<file path="src/rtl/clksup_pkg.sv">
package clksup_pkg;
  typedef enum logic [2:0] {
    ST_OFF  = 3'd0,
    ST_WARM = 3'd1,
    ST_FREE = 3'd2,
    ST_SYNC = 3'd3,
    ST_LOCK = 3'd4
  } sup_state_t;

  typedef enum logic [1:0] {
    SEL_BACKUP = 2'd0,
    SEL_DIRECT = 2'd1,
    SEL_MULT   = 2'd2
  } clk_src_t;

  function automatic logic strap_is_direct(input logic [2:0] s);
    return (s == 3'b001) || (s == 3'b011);
  endfunction
endpackage

</file>
<file path="src/rtl/ref_watch.sv">
module ref_watch #(
  parameter int MISS_WIN = 64,
  parameter int STABLE_N = 8
) (
  input  logic clk,
  input  logic rst,
  input  logic tick,
  input  logic edge_in,
  output logic ref_ok
);
  localparam int GW = $clog2(MISS_WIN + 1);
  localparam int SW = $clog2(STABLE_N + 1);
  localparam logic [GW-1:0] GAP_MAX = GW'(MISS_WIN);
  localparam logic [SW-1:0] STB_MAX = SW'(STABLE_N);

  logic [GW-1:0] gap_q;
  logic [SW-1:0] stb_q;
  logic          missing;

  assign missing = (gap_q == GAP_MAX);
  assign ref_ok  = (stb_q == STB_MAX) && !missing;

  always_ff @(posedge clk) begin
    if (rst) begin
      gap_q <= GAP_MAX;
      stb_q <= '0;
    end else if (edge_in) begin
      gap_q <= '0;
      if (missing)              stb_q <= SW'(1);
      else if (stb_q != STB_MAX) stb_q <= stb_q + SW'(1);
    end else begin
      if (tick && !missing) gap_q <= gap_q + GW'(1);
      if (missing)          stb_q <= '0;
    end
  end
endmodule

</file>
<file path="src/rtl/lock_seq.sv">
module lock_seq
  import clksup_pkg::*;
#(
  parameter int WARM_T = 4000,
  parameter int LOCK_T = 4000
) (
  input  logic       clk,
  input  logic       rst,
  input  logic       tick,
  input  logic       pwr_good,
  input  logic       pll_used,
  input  logic       ref_ok,
  output sup_state_t st_next,
  output logic       loss_next
);
  localparam int TMAX = (WARM_T > LOCK_T) ? WARM_T : LOCK_T;
  localparam int TW   = $clog2(TMAX + 1);
  localparam logic [TW-1:0] WARM_LAST = TW'(WARM_T - 1);
  localparam logic [TW-1:0] LOCK_LAST = TW'(LOCK_T - 1);

  sup_state_t    st_q;
  logic [TW-1:0] tmr_q, tmr_d;

  always_comb begin
    st_next   = st_q;
    tmr_d     = tmr_q;
    loss_next = 1'b0;
    if (!pwr_good) begin
      st_next = ST_OFF;
      tmr_d   = '0;
    end else begin
      unique case (st_q)
        ST_OFF: begin
          st_next = ST_WARM;
          tmr_d   = '0;
        end
        ST_WARM: if (tick) begin
          if (tmr_q == WARM_LAST) begin
            st_next = ST_FREE;
            tmr_d   = '0;
          end else tmr_d = tmr_q + TW'(1);
        end
        ST_FREE: if (pll_used && ref_ok) begin
          st_next = ST_SYNC;
          tmr_d   = '0;
        end
        ST_SYNC: begin
          if (!(pll_used && ref_ok)) st_next = ST_FREE;
          else if (tick) begin
            if (tmr_q == LOCK_LAST) st_next = ST_LOCK;
            else                    tmr_d   = tmr_q + TW'(1);
          end
        end
        ST_LOCK: begin
          if (!pll_used) st_next = ST_FREE;
          else if (!ref_ok) begin
            st_next   = ST_FREE;
            loss_next = 1'b1;
          end
        end
        default: st_next = ST_OFF;
      endcase
    end
  end

  always_ff @(posedge clk) begin
    if (rst) begin
      st_q  <= ST_OFF;
      tmr_q <= '0;
    end else begin
      st_q  <= st_next;
      tmr_q <= tmr_d;
    end
  end
endmodule

</file>
<file path="src/rtl/clk_loss_supervisor.sv">
module clk_loss_supervisor
  import clksup_pkg::*;
#(
  parameter int MISS_WIN = 64,
  parameter int STABLE_N = 8,
  parameter int WARM_T   = 4000,
  parameter int LOCK_T   = 4000
) (
  input  logic       clk,
  input  logic       rst,
  input  logic       bkp_tick,
  input  logic       ref_edge,
  input  logic [2:0] strap_mode,
  input  logic       pll_off,
  input  logic       pwr_good,
  input  logic       irq_clr,
  output logic [1:0] clk_sel,
  output logic       clk_ok,
  output logic       lock,
  output logic       loss_irq,
  output logic       loss_flag,
  output logic       rst_ext
);
  logic [2:0] strap_q;
  logic       pll_used, ref_ok, loss_next, usable, release_now;
  sup_state_t st_next;

  always_ff @(posedge clk) begin
    if (rst) strap_q <= strap_mode;
  end

  assign pll_used = !strap_is_direct(strap_q) && !pll_off;

  ref_watch #(.MISS_WIN(MISS_WIN), .STABLE_N(STABLE_N)) u_watch (
    .clk(clk), .rst(rst), .tick(bkp_tick), .edge_in(ref_edge), .ref_ok(ref_ok)
  );

  lock_seq #(.WARM_T(WARM_T), .LOCK_T(LOCK_T)) u_seq (
    .clk(clk), .rst(rst), .tick(bkp_tick), .pwr_good(pwr_good),
    .pll_used(pll_used), .ref_ok(ref_ok), .st_next(st_next), .loss_next(loss_next)
  );

  assign usable      = (st_next == ST_FREE) || (st_next == ST_SYNC) || (st_next == ST_LOCK);
  assign release_now = pll_used ? (st_next == ST_LOCK) : usable;

  always_ff @(posedge clk) begin
    if (rst) begin
      clk_sel   <= SEL_BACKUP;
      clk_ok    <= 1'b0;
      lock      <= 1'b0;
      loss_irq  <= 1'b0;
      loss_flag <= 1'b0;
      rst_ext   <= 1'b1;
    end else begin
      if (st_next == ST_LOCK)                                      clk_sel <= SEL_MULT;
      else if ((st_next == ST_FREE || st_next == ST_SYNC) && ref_ok && !pll_used) clk_sel <= SEL_DIRECT;
      else                                                         clk_sel <= SEL_BACKUP;
      clk_ok    <= usable;
      lock      <= (st_next == ST_LOCK);
      loss_irq  <= loss_next;
      loss_flag <= loss_next | (loss_flag & ~irq_clr);
      rst_ext   <= !pwr_good ? 1'b1 : (rst_ext & ~release_now);
    end
  end
endmodule

</file>
<file path="config.mk">
export PLATFORM = sky130hd
export DESIGN_NAME = clk_loss_supervisor
export DESIGN_NICKNAME = d
export VERILOG_FILES = /design/src/rtl/clksup_pkg.sv /design/src/rtl/ref_watch.sv /design/src/rtl/lock_seq.sv /design/src/rtl/clk_loss_supervisor.sv
export SDC_FILE = /design/constraint.sdc
export NUM_CORES = 1
export LEC_CHECK = 0
export ABC_AREA = 1
export ABC_CLOCK_PERIOD_IN_PS = 1500
export BUFFER_PORTS_ARGS = -buffer_cell sky130_fd_sc_hd__clkbuf_2
export CAP_MARGIN = 15
export CELL_PAD_IN_SITES_DETAIL_PLACEMENT = 1
export CELL_PAD_IN_SITES_GLOBAL_PLACEMENT = 1
export CORE_MARGIN = 2
export CORE_UTILIZATION = 38
export CTS_CLUSTER_DIAMETER = 200
export DETAILED_ROUTE_END_ITERATION = 8
export PLACE_DENSITY_LB_ADDON = 0.1
export SETUP_SLACK_MARGIN = 0.05
export SYNTH_ARGS = -nofsm -noshare
export SYNTH_HDL_FRONTEND = slang
export SYNTH_SLANG_ARGS = --single-unit
</file>
<file path="constraint.sdc">
create_clock -name clk -period 1.5 [get_ports clk]
set_input_delay 0.3 -clock clk [delete_from_list [all_inputs] [get_ports clk]]
set_output_delay 0.3 -clock clk [all_outputs]
set_load 0.05 [all_outputs]
</file>
# Word-level counts from Yosys, hierarchy flattened
# Cells that the tools add are included.
# word_totals
input_bits	10
mem_count	0
ram_bits	0
output_inout_bits	7
romBits	0
elab_cells	93
latchBits	0
regBits	36
# classes
n_div	0
addsub	3
reduce_logical	23
order_cmp	0
n_mux	30
n_eq_ne	18
mul	0
n_shift	0
n_bitwise	6
# ops
op	n
2-to-1 mux 12 bit	6
one-hot mux 12 bit (4 select lines)	1
2-to-1 mux 3 bit	9
2-to-1 mux 4 bit	4
equality test 3 x 2 -> 1 bit (second input constant)	5
one-hot mux 3 bit (5 select lines)	1
2-to-1 mux 7 bit	2
adder 12 x 1 -> 12 bit (second input constant)	1
equality test 12 bit (second input constant)	1
adder 7 x 1 -> 7 bit (second input constant)	1
equality test 7 bit (second input constant)	1
equality test 3 x 1 -> 1 bit (second input constant)	2
equality test 3 bit (second input constant)	2
logical AND 1 bit	6
2-to-1 mux 1 bit	6
!= test 2 bit (second input constant)	3
AND reduction 6 bit	1
nonzero test 2 bit	3
OR reduction 2 bit	3
adder 4 x 1 -> 4 bit (second input constant)	1
equality test 4 bit (second input constant)	1
zero test 1 bit	4
!= test 2 x 1 -> 1 bit (second input constant)	2
!= test 4 bit (second input constant)	1
other kinds (8)	13

# Depth between registers and ports, before layout
# Gate-level depths: netlist of run 1.
# depth
ltp_word	14
depth_mapped	13
depth_no_buf	13

# Cells and area by module
# Synthesis of run 1 repeated with hierarchy kept, for this count alone.
# unflattened
hier_cells	274
area_unflattened_um2	1906.8
# by_module_without_submodules
mod	seq_area_each_um2	n_inst	cells_each	area_each_um2
lock_seq	300.3	1	143	959.7
ref_watch	220.2	1	96	646.9
clk_loss_supervisor	180.2	1	35	300.3

# Worst setup path after synthesis of run 1
# OpenSTA, ideal clock, no wires.
# synth_path
kind	flip-flop to flip-flop
from	register u_seq.tmr_q[0]
to	register u_seq.tmr_q[10]
arrival_ns	1.426
path_buffers	1
period_less_slack_ns	1.539
slack_ns	-0.039
setup_ns	0.114
t_required_ns	1.386
path_stages_with_launch	10
cell_sequence	dfxtp_1 -> ha_1 -> nand3_2 -> clkinv_2 -> nand3_4 -> nand2_4 -> a21oi_4 -> buf_4 -> a21oi_1 -> nor2_1
# synth_via
elab_chain_len	5
elab_cells_between_ends	10
cone_classes	1 x add/sub; 2 x eq/ne; 6 x mux; 1 x reduce/logical
# synth_rtl
element	line	rtl
start, declared	lock_seq.sv:22	logic [TW-1:0] tmr_q, tmr_d;
start signal, assigned	lock_seq.sv:72	tmr_q <= tmr_d;
adder 12 x 1 -> 12 bit	lock_seq.sv:41, lock_seq.sv:51	
2-to-1 mux 12 bit	lock_seq.sv:50	if (tmr_q == LOCK_LAST) st_next = ST_LOCK;
2-to-1 mux 12 bit	lock_seq.sv:49	else if (tick) begin
2-to-1 mux 12 bit	lock_seq.sv:48	if (!(pll_used && ref_ok)) st_next = ST_FREE;
one-hot mux 12 bit (4 select lines)	lock_seq.sv:32	unique case (st_q)
# Parallel ways exist; a longest one is shown, timed or not. The select of a mux whose other input is x is not followed.
# A chain may end at the register's enable or synchronous reset.

# Final worst setup path of run 1
# layout_path
from	register u_seq.tmr_q[1]
to	register u_seq.tmr_q[6]
# The elaborated chain is that of the path after synthesis.

==> flow_metrics.env, run 1 <==
export IMPL_synthFlopType="dfxtp_1"
export IMPL_synth_nets=308
export IMPL_nets=382
export IMPL_end_kind="flop"
export IMPL_portBuffers=15
export IMPL_grt_pass1_wl_microns=11400
export IMPL_synth_area_leader_cell="dfxtp_1"
export IMPL_core_sq_mm=0.00514
export IMPL_drt_pass1_iterations=4
export IMPL_wl_per_cell_microns=16.3
export IMPL_htreeDepth=2
export IMPL_cts_sinks=34
export IMPL_r2r_start="u_seq.tmr_q[1]$_SDFFE_PP0P_"
export IMPL_clockBufferDepth=2
export IMPL_final_area_sq_mm=0.00302
export IMPL_drive_gt1_frac=0.465
export IMPL_grt_pass1_vias=2345
export IMPL_grt_max_degree=13
export IMPL_overflow=0
export IMPL_dpl_cell_count=418
export IMPL_hold_viol=0
export IMPL_leakagePower_uw=0.00123
export IMPL_post_route_util=0.588
export IMPL_async_flop_share=0
export IMPL_finalCriticalPeriod_ns=1.58
export IMPL_drv_slew=0
export IMPL_finalSetupTns_ns=-0.793
export IMPL_synth_edff_count=2
export IMPL_min_period_over_period=1.05
export IMPL_setup_viol=14
export IMPL_crit_start="u_seq.tmr_q[1]$_SDFFE_PP0P_"
export IMPL_syn_to_final_growth_pct=49.1
export IMPL_track_usage=0.243
export IMPL_cp_common_cell="a21oi_2"
export IMPL_antenna_found_initial=0
export IMPL_cp_num_buf_inv=3
export IMPL_synth_top_area_share=0.316
export IMPL_worstPathCellList="ha_4 -> nand3_4 -> clkinv_4 -> buf_6 -> nand4_1 -> buf_4 -> nand2_1 -> a21oi_2 -> nand2_4 -> a21oi_2"
export IMPL_wl_microns=7130
export IMPL_violations="negative setup slack"
export IMPL_postPlaceCellArea_sq_mm=0.00253
export IMPL_routabilityCongestion=0.863
export IMPL_via_per_inst=5.19
export IMPL_die_w_microns=77.0
export IMPL_critPathTopFamily="simple AND/OR/NAND/NOR gates"
export IMPL_path_max_fanout=4
export IMPL_start_util=0.394
export IMPL_drcViolationCount=0
export IMPL_via_count=2272
export IMPL_yosysSeqAreaShare=0.346
export IMPL_timing_final_ws_setup_ns=-0.0824
export IMPL_cts_buffers=5
export IMPL_cp_start_kind="flop"
export IMPL_clk_latency_ns=0.29
export IMPL_rsz0062_at_grt="true"
export IMPL_worst_pin_slew_ns=0.294
export IMPL_cp_data_required_time_ns=1.73
export IMPL_post_dp_hpwl_microns=4600
export IMPL_ioPinCount=17
export IMPL_syn_area_sq_mm=0.00203
export IMPL_cts_root_buffer="clkbuf_8"
export IMPL_multi_input_area_sq_mm=0.00138
export IMPL_synthesis_instances=293
export IMPL_num_rows=26
export IMPL_synth_cell_types=36
export IMPL_ys_warnings_count=0
export IMPL_drtAntennaViolNets=0
export IMPL_n_fill_cell=671
export IMPL_min_path_type="in -> reg"
export IMPL_cts_tree="built"
export IMPL_drtIter0Drc=53
export IMPL_die_h_microns=77.0
export IMPL_critPathArrivalTime_ns=1.81
export IMPL_ir_drop_v=0.000483
export IMPL_slowest_delay_ns=0.34
export IMPL_p_per_area_mw_per_mm2=739
export IMPL_slowest_stage="dfxtp_2"
export IMPL_place_ws_ns=-0.113
export IMPL_min_from="strap_mode[2]"
export IMPL_synthTopCellsByArea="dfxtp_1 32%, nand2_1 14%, a21oi_1 6.2%"
export IMPL_syn_area_per_cell_sq_um=6.92
export IMPL_status="complete, but fails checks"
export IMPL_die_area_sq_mm=0.00593
export IMPL_finalNonFillerCells=438
export IMPL_diodes=0
export IMPL_ys_seq_elements=34
export IMPL_seqCellArea_sq_um=708
export IMPL_synth_common_cells="73 x nand2_1, 32 x dfxtp_1, 32 x inv_1, 25 x a21oi_1"
export IMPL_fmax_mhz=632
export IMPL_finClkSkew_ns=0.00657
export IMPL_cts_reportedPaths_clkPinSlew_ns=0.08
export IMPL_maxCapViolCount=0
export IMPL_worstSetupPathType="reg -> reg"
export IMPL_slew_headroom=0.804
export IMPL_synth_most_common_cell="nand2_1"
==> registers in the layout (all words and copies together), names as in the netlist <==
signal	count
loss_flag	1
u_seq.tmr_q	12
strap_q	2
u_seq.st_q	3
u_watch.stb_q	4
loss_irq	1
u_watch.gap_q	7
clk_sel	2
rst_ext	1
clk_ok	1
==> metrics by stage <==
step | power, uW | hold WS [ns]
after CTS | 2230 | 0.169
after floorplan | 1050 | 0.399
final | 2230 | 0.178
after global placement | 1130 | 0.450
after detailed placement | 1140 | 0.454
after global routing | 2310 | 0.170
==> path summary, 6_finish.rpt <==
| kind | to | slack, ns | cells past startpoint |
|---|---|---|---|
| worst max-delay path | u_seq.tmr_q[6]$_SDFFE_PP0P_ | -0.08 | 10 |
| worst max register to register | u_seq.tmr_q[6]$_SDFFE_PP0P_ | -0.08 | 10 |
| worst min register to register | loss_flag$_SDFF_PP0_ | 0.48 | 2 |
| worst min-delay path | strap_q[2]$_DFFE_PP_ | 0.18 | 1 |
==> cell type report <==
class                   count  area share
flip-flops and latches     34       0.234
well taps                  70      0.0290
clock inverters             3      0.0228
inverters                  43      0.0567
clock buffers               5      0.0228
multi-input cells         211       0.457
repair buffers             72       0.178
==> routing by layer <==
metal  wire, microns  vias to the layer above  track usage  share of wire
met5               0                        -            0              0
met4             201                        0       0.0893          0.028
met2            3750                       35        0.436           0.53
met3             138                       17       0.0353          0.019
li1                -                     1113            -              -
met1            3040                     1107        0.293           0.43
==> worst register-to-register path, stage by stage, from the launching register on <==
cell and delay, ns:
dfxtp_2 0.34, ha_4 0.17, nand3_4 0.11, clkinv_4 0.08
buf_6 0.12, nand4_1 0.11, buf_4 0.13, nand2_1 0.08
a21oi_2 0.17, nand2_4 0.07, a21oi_2 0.13
==> logic make-up (layout without fill, tap and decap cells) <==
| family | count (synthesis) | in the layout | share of synthesized area |
|---|---|---|---|
| buf+inv | 48 | 123 | 0.0975 |
| compound gates | 49 | 49 | 0.136 |
| flops | 34 | 34 | 0.346 |
| xor+xnor | 4 | 4 | 0.0173 |
| simple gates | 153 | 153 | 0.372 |
| fa+ha+maj | 5 | 5 | 0.0309 |
==> layout by cell type (no fill, tap or decap), types with 3 or more instances in the layout <==
cell / n
ha_4: 3
nor3_1: 3
nand2_2: 15
inv_1: 25
a21oi_2: 11
a21oi_1: 15
nand2_4: 10
dfxtp_1: 26
clkbuf_2: 15
nand2_1: 53
nand4_1: 11
o21ai_2: 5
nand3_4: 5
dfxtp_2: 6
nand3_2: 4
nor2_4: 4
xor2_1: 3
buf_6: 4
o21ai_0: 3
nor2_1: 18
clkbuf_8: 5
buf_4: 51
nand3_1: 20
inv_2: 14
nor2_2: 7
o21ai_1: 8
==> report_power, final <==
| part | leakage [uW] | switching [uW] | internal [uW] |
|---|---|---|---|
| logic | 0.000881 | 138 | 103 |
| clock network | 0.0000683 | 389 | 667 |
| registers | 0.000281 | 10.7 | 926 |
==> timing repair <==
action,CTS,global route
resized for setup,43,46
hold buffers,0,0
pin swaps,12,22
gates cloned,1,0
buffers inserted,7,8
endpoints found under the setup margin,24,28
Power figures use the tool's default switching activity.
==> inputs of run 2 (changes only) <==
--- a/config.mk
+++ b/config.mk
@@ -19,4 +19,5 @@
 export SETUP_SLACK_MARGIN = 0.05
 export SYNTH_ARGS = -nofsm -noshare
 export SYNTH_HDL_FRONTEND = slang
+export SYNTH_HIERARCHICAL = 1
 export SYNTH_SLANG_ARGS = --single-unit
==> constraint.sdc (replaced) <==
create_clock -name clk -period 1.5 [get_ports clk]
set_input_delay 0.3 -clock clk [delete_from_list [all_inputs] [get_ports clk]]
set_output_delay 0.3 -clock clk [all_outputs]
set_load 0.01 [all_outputs]
==> run 2 against run 1 <==
  * The flow still finishes with violations (negative setup slack)
  * Synthesized area shrank 5.9%
  * Clock power down 34%
  * Hold slack better by 0.0077 ns
  * Sequential cell count is the same
  * Synthesized cell count decreased by 6.5%
  * Via count down 8.0%
  * Sequential share of layout area increased by 0.33 points
  * Cell area shrank 1.7%
  * Sequential power barely moved
  * Worst setup slack worse by 0.34 ns
  * Global-route usage decreased by 2.1 points
  * Wire length shrank 5.3%
  * Largest cell class unchanged
==> flow_metrics.env, run 2 <==
export IMPL_hold_viol=0
export IMPL_timing_final_ws_setup_ns=-0.423
export IMPL_cp_data_required_time_ns=1.67
export IMPL_ys_warnings_count=6
export IMPL_synthesis_instances=274
export IMPL_finClkSkew_ns=0.00950
export IMPL_num_rows=25
export IMPL_via_per_inst=4.88
export IMPL_status="complete, but fails checks"
export IMPL_place_ws_ns=-0.379
export IMPL_slowest_delay_ns=0.34
export IMPL_largest_register="u_seq/tmr_q"
export IMPL_cp_start_kind="flop"
export IMPL_mostFrequentLayoutCell="buf_4"
export IMPL_hold_end="strap_q[0]$_DFFE_PP_"
export IMPL_end_kind="flop"
export IMPL_worstSetupPathType="reg -> reg"
export IMPL_wl_microns=6750
export IMPL_grt_pass1_wl_microns=9370
export IMPL_syn_area_sq_mm=0.00191
export IMPL_drcViolationCount=0
export IMPL_cts_sinks=34
export IMPL_mostFrequentLayoutCells="61 x buf_4, 49 x nand2_1, 41 x inv_1"
export IMPL_routabilityCongestion=0.742
export IMPL_post_dp_hpwl_microns=3760
export IMPL_r2r_slack_ns=-0.42
export IMPL_synthTopCellsByArea="dfxtp_1 34%, nand2_1 12%, inv_1 9.3%"
export IMPL_die_area_sq_mm=0.00560
export IMPL_cp_num_buf_inv=3
export IMPL_cts_hold_buf=0
export IMPL_diodes=0
export IMPL_drive_gt1_frac=0.471
export IMPL_die_h_microns=74.8
export IMPL_async_flop_share=0
export IMPL_portBuffers=15
export IMPL_syn_to_final_growth_pct=55.8
export IMPL_antenna_found_initial=0
export IMPL_drtAntennaViolNets=0
export IMPL_min_period_over_period=1.28
export IMPL_synthFlopType="dfxtp_1"
export IMPL_syn_area_per_cell_sq_um=6.96
export IMPL_violations="negative setup slack"
export IMPL_rsz0062_at_grt="true"
export IMPL_p_per_area_mw_per_mm2=639
export IMPL_drt_pass1_iterations=6
export IMPL_largest_register_ffs=12
export IMPL_cts_root_buffer="clkbuf_8"
export IMPL_dpl_cell_count=402
export IMPL_leakagePower_uw=0.00133
export IMPL_fmax_mhz=520
export IMPL_grt_pass1_vias=2088
export IMPL_track_usage=0.222
export IMPL_nets=376
export IMPL_worstPathCellList="inv_2 -> ha_4 -> inv_4 -> nor2_4 -> nand2_2 -> nor2_2 -> nor2_2 -> nand2_2 -> nand2_2 -> nand2_4 -> nor2_8 -> nand2_8 -> inv_8 -> nor2_2 -> o21a_1"
export IMPL_drtIter0Drc=93
export IMPL_start_util=0.398
export IMPL_maxCapViolCount=0
export IMPL_synth_nets=289
export IMPL_slowest_stage="dfxtp_2"
export IMPL_min_path_type="in -> reg"
export IMPL_postPlaceCellArea_sq_mm=0.00245
export IMPL_cts_buffers=5
export IMPL_slew_headroom=0.763
export IMPL_r2r_cells=15
export IMPL_htreeDepth=2
export IMPL_reg_top3="u_seq/tmr_q x12, u_watch/gap_q x7, u_watch/stb_q x4"
export IMPL_synth_cell_types=36
export IMPL_clockBufferDepth=2
export IMPL_core_sq_mm=0.00479
export IMPL_synth_most_common_cell="nand2_1"
export IMPL_wl_per_cell_microns=15.8
export IMPL_synth_top_area_share=0.336
export IMPL_r2r_start="u_watch/gap_q[0]$_SDFFE_PP0P_"
export IMPL_finalCriticalPeriod_ns=1.92
export IMPL_path_max_fanout=8
export IMPL_r2r_end="u_seq/tmr_q[0]$_SDFFE_PP0P_"
export IMPL_yosysSeqAreaShare=0.367
export IMPL_overflow=0
export IMPL_ir_drop_v=0.000390
export IMPL_grt_max_degree=11
export IMPL_cts_tree="built"
export IMPL_final_area_sq_mm=0.00297
export IMPL_die_w_microns=74.8
export IMPL_worst_pin_slew_ns=0.354
export IMPL_ys_seq_elements=34
export IMPL_setup_viol=21
export IMPL_synth_common_cells="61 x nand2_1, 47 x inv_1, 43 x nor2_1, 32 x dfxtp_1, 17 x nand3_1"
export IMPL_synth_area_leader_cell="dfxtp_1"
export IMPL_drv_slew=0
export IMPL_holdPathStages=1
export IMPL_critPathTopFamily="simple AND/OR/NAND/NOR gates"
export IMPL_clk_latency_ns=0.29
export IMPL_ioPinCount=17
export IMPL_finalSetupTns_ns=-6.66
export IMPL_via_count=2090
export IMPL_finalNonFillerCells=428
export IMPL_critPathArrivalTime_ns=2.09
export IMPL_synth_edff_count=2
export IMPL_cts_reportedPaths_clkPinSlew_ns=0.07
export IMPL_min_from="strap_mode[0]"
-- run 2: routing by layer --
| layer | vias up | routed length, microns | GRT usage |
|---|---|---|---|
| li1 | 1023 | - | - |
| met1 | 1002 | 2900 | 0.273 |
| met2 | 46 | 3450 | 0.383 |
| met3 | 19 | 202 | 0.0388 |
| met4 | 0 | 198 | 0.0913 |
| met5 | - | 0 | 0 |
-- run 2: stage by stage --
step / total power, uW / utilization / hold slack (ns)
finish: 1900 / 0.621 / 0.186
global route: 1980 / 0.621 / 0.173
CTS: 1840 / 0.558 / 0.185
detailed placement: 1130 / 0.511 / 0.462
global placement: 1130 / 0.511 / 0.459
floorplan: 1050 / - / 0.367
-- run 2: area by class of cell --
| class | instances | area, sq um |
|---|---|---|
| Clock buffer | 7 | 86.3 |
| Fill cell | 595 | 1820 |
| Inverter | 50 | 205 |
| Multi-Input combinational cell | 188 | 1290 |
| Sequential cell | 34 | 706 |
| Tap cell | 67 | 83.8 |
| Timing Repair Buffer | 82 | 601 |
-- run 2: repair_timing --
| item | 4_1_cts | 5_1_grt |
|---|---|---|
| pin swaps | 16 | 27 |
| setup buffers | 8 | 14 |
| resized for setup | 21 | 59 |
| endpoints found under the setup margin | 21 | 27 |
-- run 2: worst reg2reg max path, cell delays in order (launching register included) --
cell,delay [ns]
dfxtp_2,0.34
inv_2,0.05
ha_4,0.16
inv_4,0.05
nor2_4,0.03
nand2_2,0.06
nor2_2,0.05
nor2_2,0.17
nand2_2,0.10
nand2_2,0.09
nand2_4,0.08
nor2_8,0.19
nand2_8,0.13
inv_8,0.10
nor2_2,0.04
o21a_1,0.18
-- run 2: how the worst max path moves through the flow --
stage | from | endpoint | depth (start not counted)
floorplan | u_watch/gap_q[0]$_SDFFE_PP0P_ | clk_sel[0]$_SDFF_PP0_ | 18
detailed placement | u_watch/gap_q[1]$_SDFFE_PP0P_ | rst_ext$_SDFF_PP1_ | 19
CTS | u_watch/gap_q[0]$_SDFFE_PP0P_ | rst_ext$_SDFF_PP1_ | 19
global placement | u_watch/gap_q[1]$_SDFFE_PP0P_ | rst_ext$_SDFF_PP1_ | 19
finish | u_watch/gap_q[0]$_SDFFE_PP0P_ | u_seq/tmr_q[0]$_SDFFE_PP0P_ | 15
global route | u_watch/gap_q[1]$_SDFFE_PP0P_ | rst_ext$_SDFF_PP1_ | 19
-- run 2: kinds of logic (layout without fill, tap and decap cells) --
group,after synthesis,in the layout,share of synthesized area
DFF,34,34,0.367
xor gates and xnor gates,3,3,0.0138
AOI/OAI and AO/OA,27,27,0.0847
buffers and inverters,52,139,0.110
adders and majority gates,5,5,0.0328
and+or+nand+nor,153,153,0.392
-- run 2: power by group --
part	total (uW)	leakage, uW	internal [uW]	switching [uW]
logic	259	0.00100	111	148
registers	935	0.000280	926	8.84
clock network	703	0.0000443	365	339
==> inputs of run 3 (changes only) <==
--- a/config.mk
+++ b/config.mk
@@ -7,7 +7,7 @@
 export LEC_CHECK = 0
 export ABC_AREA = 1
 export ABC_CLOCK_PERIOD_IN_PS = 1500
-export BUFFER_PORTS_ARGS = -buffer_cell sky130_fd_sc_hd__clkbuf_2
+export BUFFER_PORTS_ARGS = -buffer_cell sky130_fd_sc_hd__buf_2
 export CAP_MARGIN = 15
 export CELL_PAD_IN_SITES_DETAIL_PLACEMENT = 1
 export CELL_PAD_IN_SITES_GLOBAL_PLACEMENT = 1
==> run 3 against run 2 <==
  * The run still ends with negative setup slack left
  * Clock skew down 0.0077 ns
  * Fmax up 1.7%
  * Critical path depth up 4
  * Non-clock buffer count down 9
  * Wire length down 6.2%
  * Worst setup slack better by 0.033 ns
  * Via count down 1.8%
  * Highest routed layer unchanged
  * Sequential cell count unchanged
  * Register-to-register slack better by 0.03 ns
  * Core utilization down 0.73 points
  * Cell count down 1.9%
  * Hold slack worse by 0.0074 ns
==> flow_metrics.env, run 3 (synthesized netlist as in run 2, its figures left out) <==
export IMPL_status="complete, but fails checks"
export IMPL_violations="negative setup slack"
export IMPL_worst_pin_slew_ns=0.424
export IMPL_maxCapViolCount=0
export IMPL_cts_hold_buf=0
export IMPL_grt_max_degree=11
export IMPL_finalCriticalPeriod_ns=1.89
export IMPL_die_w_microns=74.8
export IMPL_via_per_inst=4.89
export IMPL_syn_to_final_growth_pct=53.9
export IMPL_critPathArrivalTime_ns=2.08
export IMPL_leakagePower_uw=0.00129
export IMPL_core_sq_mm=0.00479
export IMPL_wl_per_cell_microns=15.1
export IMPL_setup_viol=20
export IMPL_routabilityCongestion=0.745
export IMPL_portBuffers=15
export IMPL_p_per_area_mw_per_mm2=631
export IMPL_largest_register="u_seq/tmr_q"
export IMPL_via_count=2052
export IMPL_clockBufferDepth=2
export IMPL_cts_sinks=34
export IMPL_htreeDepth=2
export IMPL_track_usage=0.216
export IMPL_hold_viol=0
export IMPL_cts_buffers=5
export IMPL_drtAntennaViolNets=0
export IMPL_rsz0062_at_grt="true"
export IMPL_whs_ns=0.178
export IMPL_drt_pass1_iterations=4
export IMPL_p_int_uw=1350
export IMPL_drive_gt1_frac=0.479
export IMPL_dpl_cell_count=403
export IMPL_mostFrequentLayoutCells="53 x buf_4, 44 x nand2_1, 39 x inv_1"
export IMPL_drtIter0Drc=88
export IMPL_die_h_microns=74.8
export IMPL_multi_input_area_sq_mm=0.00133
export IMPL_p_seq_frac=0.505
export IMPL_worstSetupPathType="reg -> reg"
export IMPL_end_kind="flop"
export IMPL_min_path_type="in -> reg"
export IMPL_finClkSkew_ns=0.00178
export IMPL_num_rows=25
export IMPL_wl_microns=6330
export IMPL_grt_pass1_vias=2087
export IMPL_ioPinCount=17
export IMPL_cp_start_kind="flop"
export IMPL_slew_headroom=0.717
export IMPL_power_frac_clock=0.360
export IMPL_start_util=0.398
export IMPL_min_period_over_period=1.26
export IMPL_reg_top3="u_seq/tmr_q x12, u_watch/gap_q x7, u_watch/stb_q x4"
export IMPL_r2r_slack_ns=-0.39
export IMPL_antenna_found_initial=0
export IMPL_die_area_sq_mm=0.00560
export IMPL_timing_final_ws_setup_ns=-0.390
export IMPL_cts_tree="built"
export IMPL_n_fill_cell=598
export IMPL_finalNonFillerCells=420
export IMPL_nets=367
export IMPL_overflow=0
export IMPL_seqCellArea_sq_um=706
export IMPL_mostFrequentLayoutCell="buf_4"
export IMPL_p_switching_uw=503
export IMPL_swShare=0.272
export IMPL_drv_slew=0
export IMPL_cts_reportedPaths_clkPinSlew_ns=0.07
export IMPL_post_dp_hpwl_microns=3830
export IMPL_ir_drop_v=0.000493
export IMPL_grt_pass1_wl_microns=9180
export IMPL_clk_latency_ns=0.29
export IMPL_cts_root_buffer="clkbuf_8"
export IMPL_fmax_mhz=529
export IMPL_cp_data_required_time_ns=1.69
export IMPL_diodes=0
export IMPL_drcViolationCount=0
export IMPL_path_max_fanout=3
export IMPL_largest_register_ffs=12
export IMPL_power_frac_comb=0.135
run 3: cell count changes in the layout (fill, tap and decap cells not counted), moves of 3 or more:
cell	before	now
buf_2	0	15
buf_4	61	53
clkbuf_2	15	0
nand2_1	49	44
nand2_2	13	17
nand3_1	13	10
run 3: metrics by stage:
| step | util | TNS (ns) | total power, uW | setup slack (ns) | area [sq um] |
|---|---|---|---|---|---|
| floorplan | - | -3.80 | 1050 | -0.276 | 1950 |
| global placement | 0.513 | -4.61 | 1130 | -0.313 | 2450 |
| detailed placement | 0.513 | -6.24 | 1140 | -0.429 | 2450 |
| CTS | 0.550 | -4.76 | 1800 | -0.326 | 2630 |
| global route | 0.613 | -8.59 | 1930 | -0.532 | 2940 |
| finish | 0.613 | -5.75 | 1850 | -0.390 | 2940 |
run 3: worst paths after layout:
kind | from | end | cells past startpoint
max reg2reg | u_watch/gap_q[0]$_SDFFE_PP0P_ | rst_ext$_SDFF_PP1_ | 19
min | strap_mode[0] | strap_q[0]$_DFFE_PP_ | 1
max | u_watch/gap_q[0]$_SDFFE_PP0P_ | rst_ext$_SDFF_PP1_ | 19
min reg2reg | loss_flag$_SDFF_PP0_ | loss_flag$_SDFF_PP0_ | 2
run 3: what timing repair did:
action | in CTS | in global routing
endpoints found under the setup margin | 21 | 27
pin swaps | 14 | 38
resized for setup | 14 | 77
setup buffers | 6 | 7
run 3: layer usage:
layer	GRT usage	part of all wire	up-vias
met5	0	0	-
li1	-	-	1013
met2	0.373	0.53	37
met1	0.257	0.41	987
met3	0.0428	0.037	15
met4	0.0992	0.024	0
run 3: critical path: stages, from the launching register on:
cell	delay, ns
dfxtp_2	0.33
inv_2	0.08
ha_4	0.13
inv_2	0.04
nor2_4	0.10
nand2_2	0.07
nor2_4	0.13
nor2_4	0.05
nand2_2	0.09
inv_2	0.05
o21ai_2	0.13
a21oi_1	0.06
nand2_1	0.09
nand2_2	0.06
inv_2	0.07
inv_2	0.04
nor2_4	0.11
nand2_2	0.07
nand2_1	0.05
nand2_1	0.04
run 3: final cells by class:
class                           instances  area share
Multi-Input combinational cell        188       0.453
Sequential cell                        34       0.240
Timing Repair Buffer                   73       0.180
Inverter                               50      0.0699
Tap cell                               67      0.0286
Clock buffer                            6      0.0247
Clock inverter                          2     0.00298
run 3: power groups by stage:
stage	sequential [uW]	clock [uW]	combinational (uW)
final	935	667	249
after global routing	936	725	273
after detailed placement	954	0	182
after floorplan	955	0	98.6
after CTS	933	674	196
after global placement	953	0	177
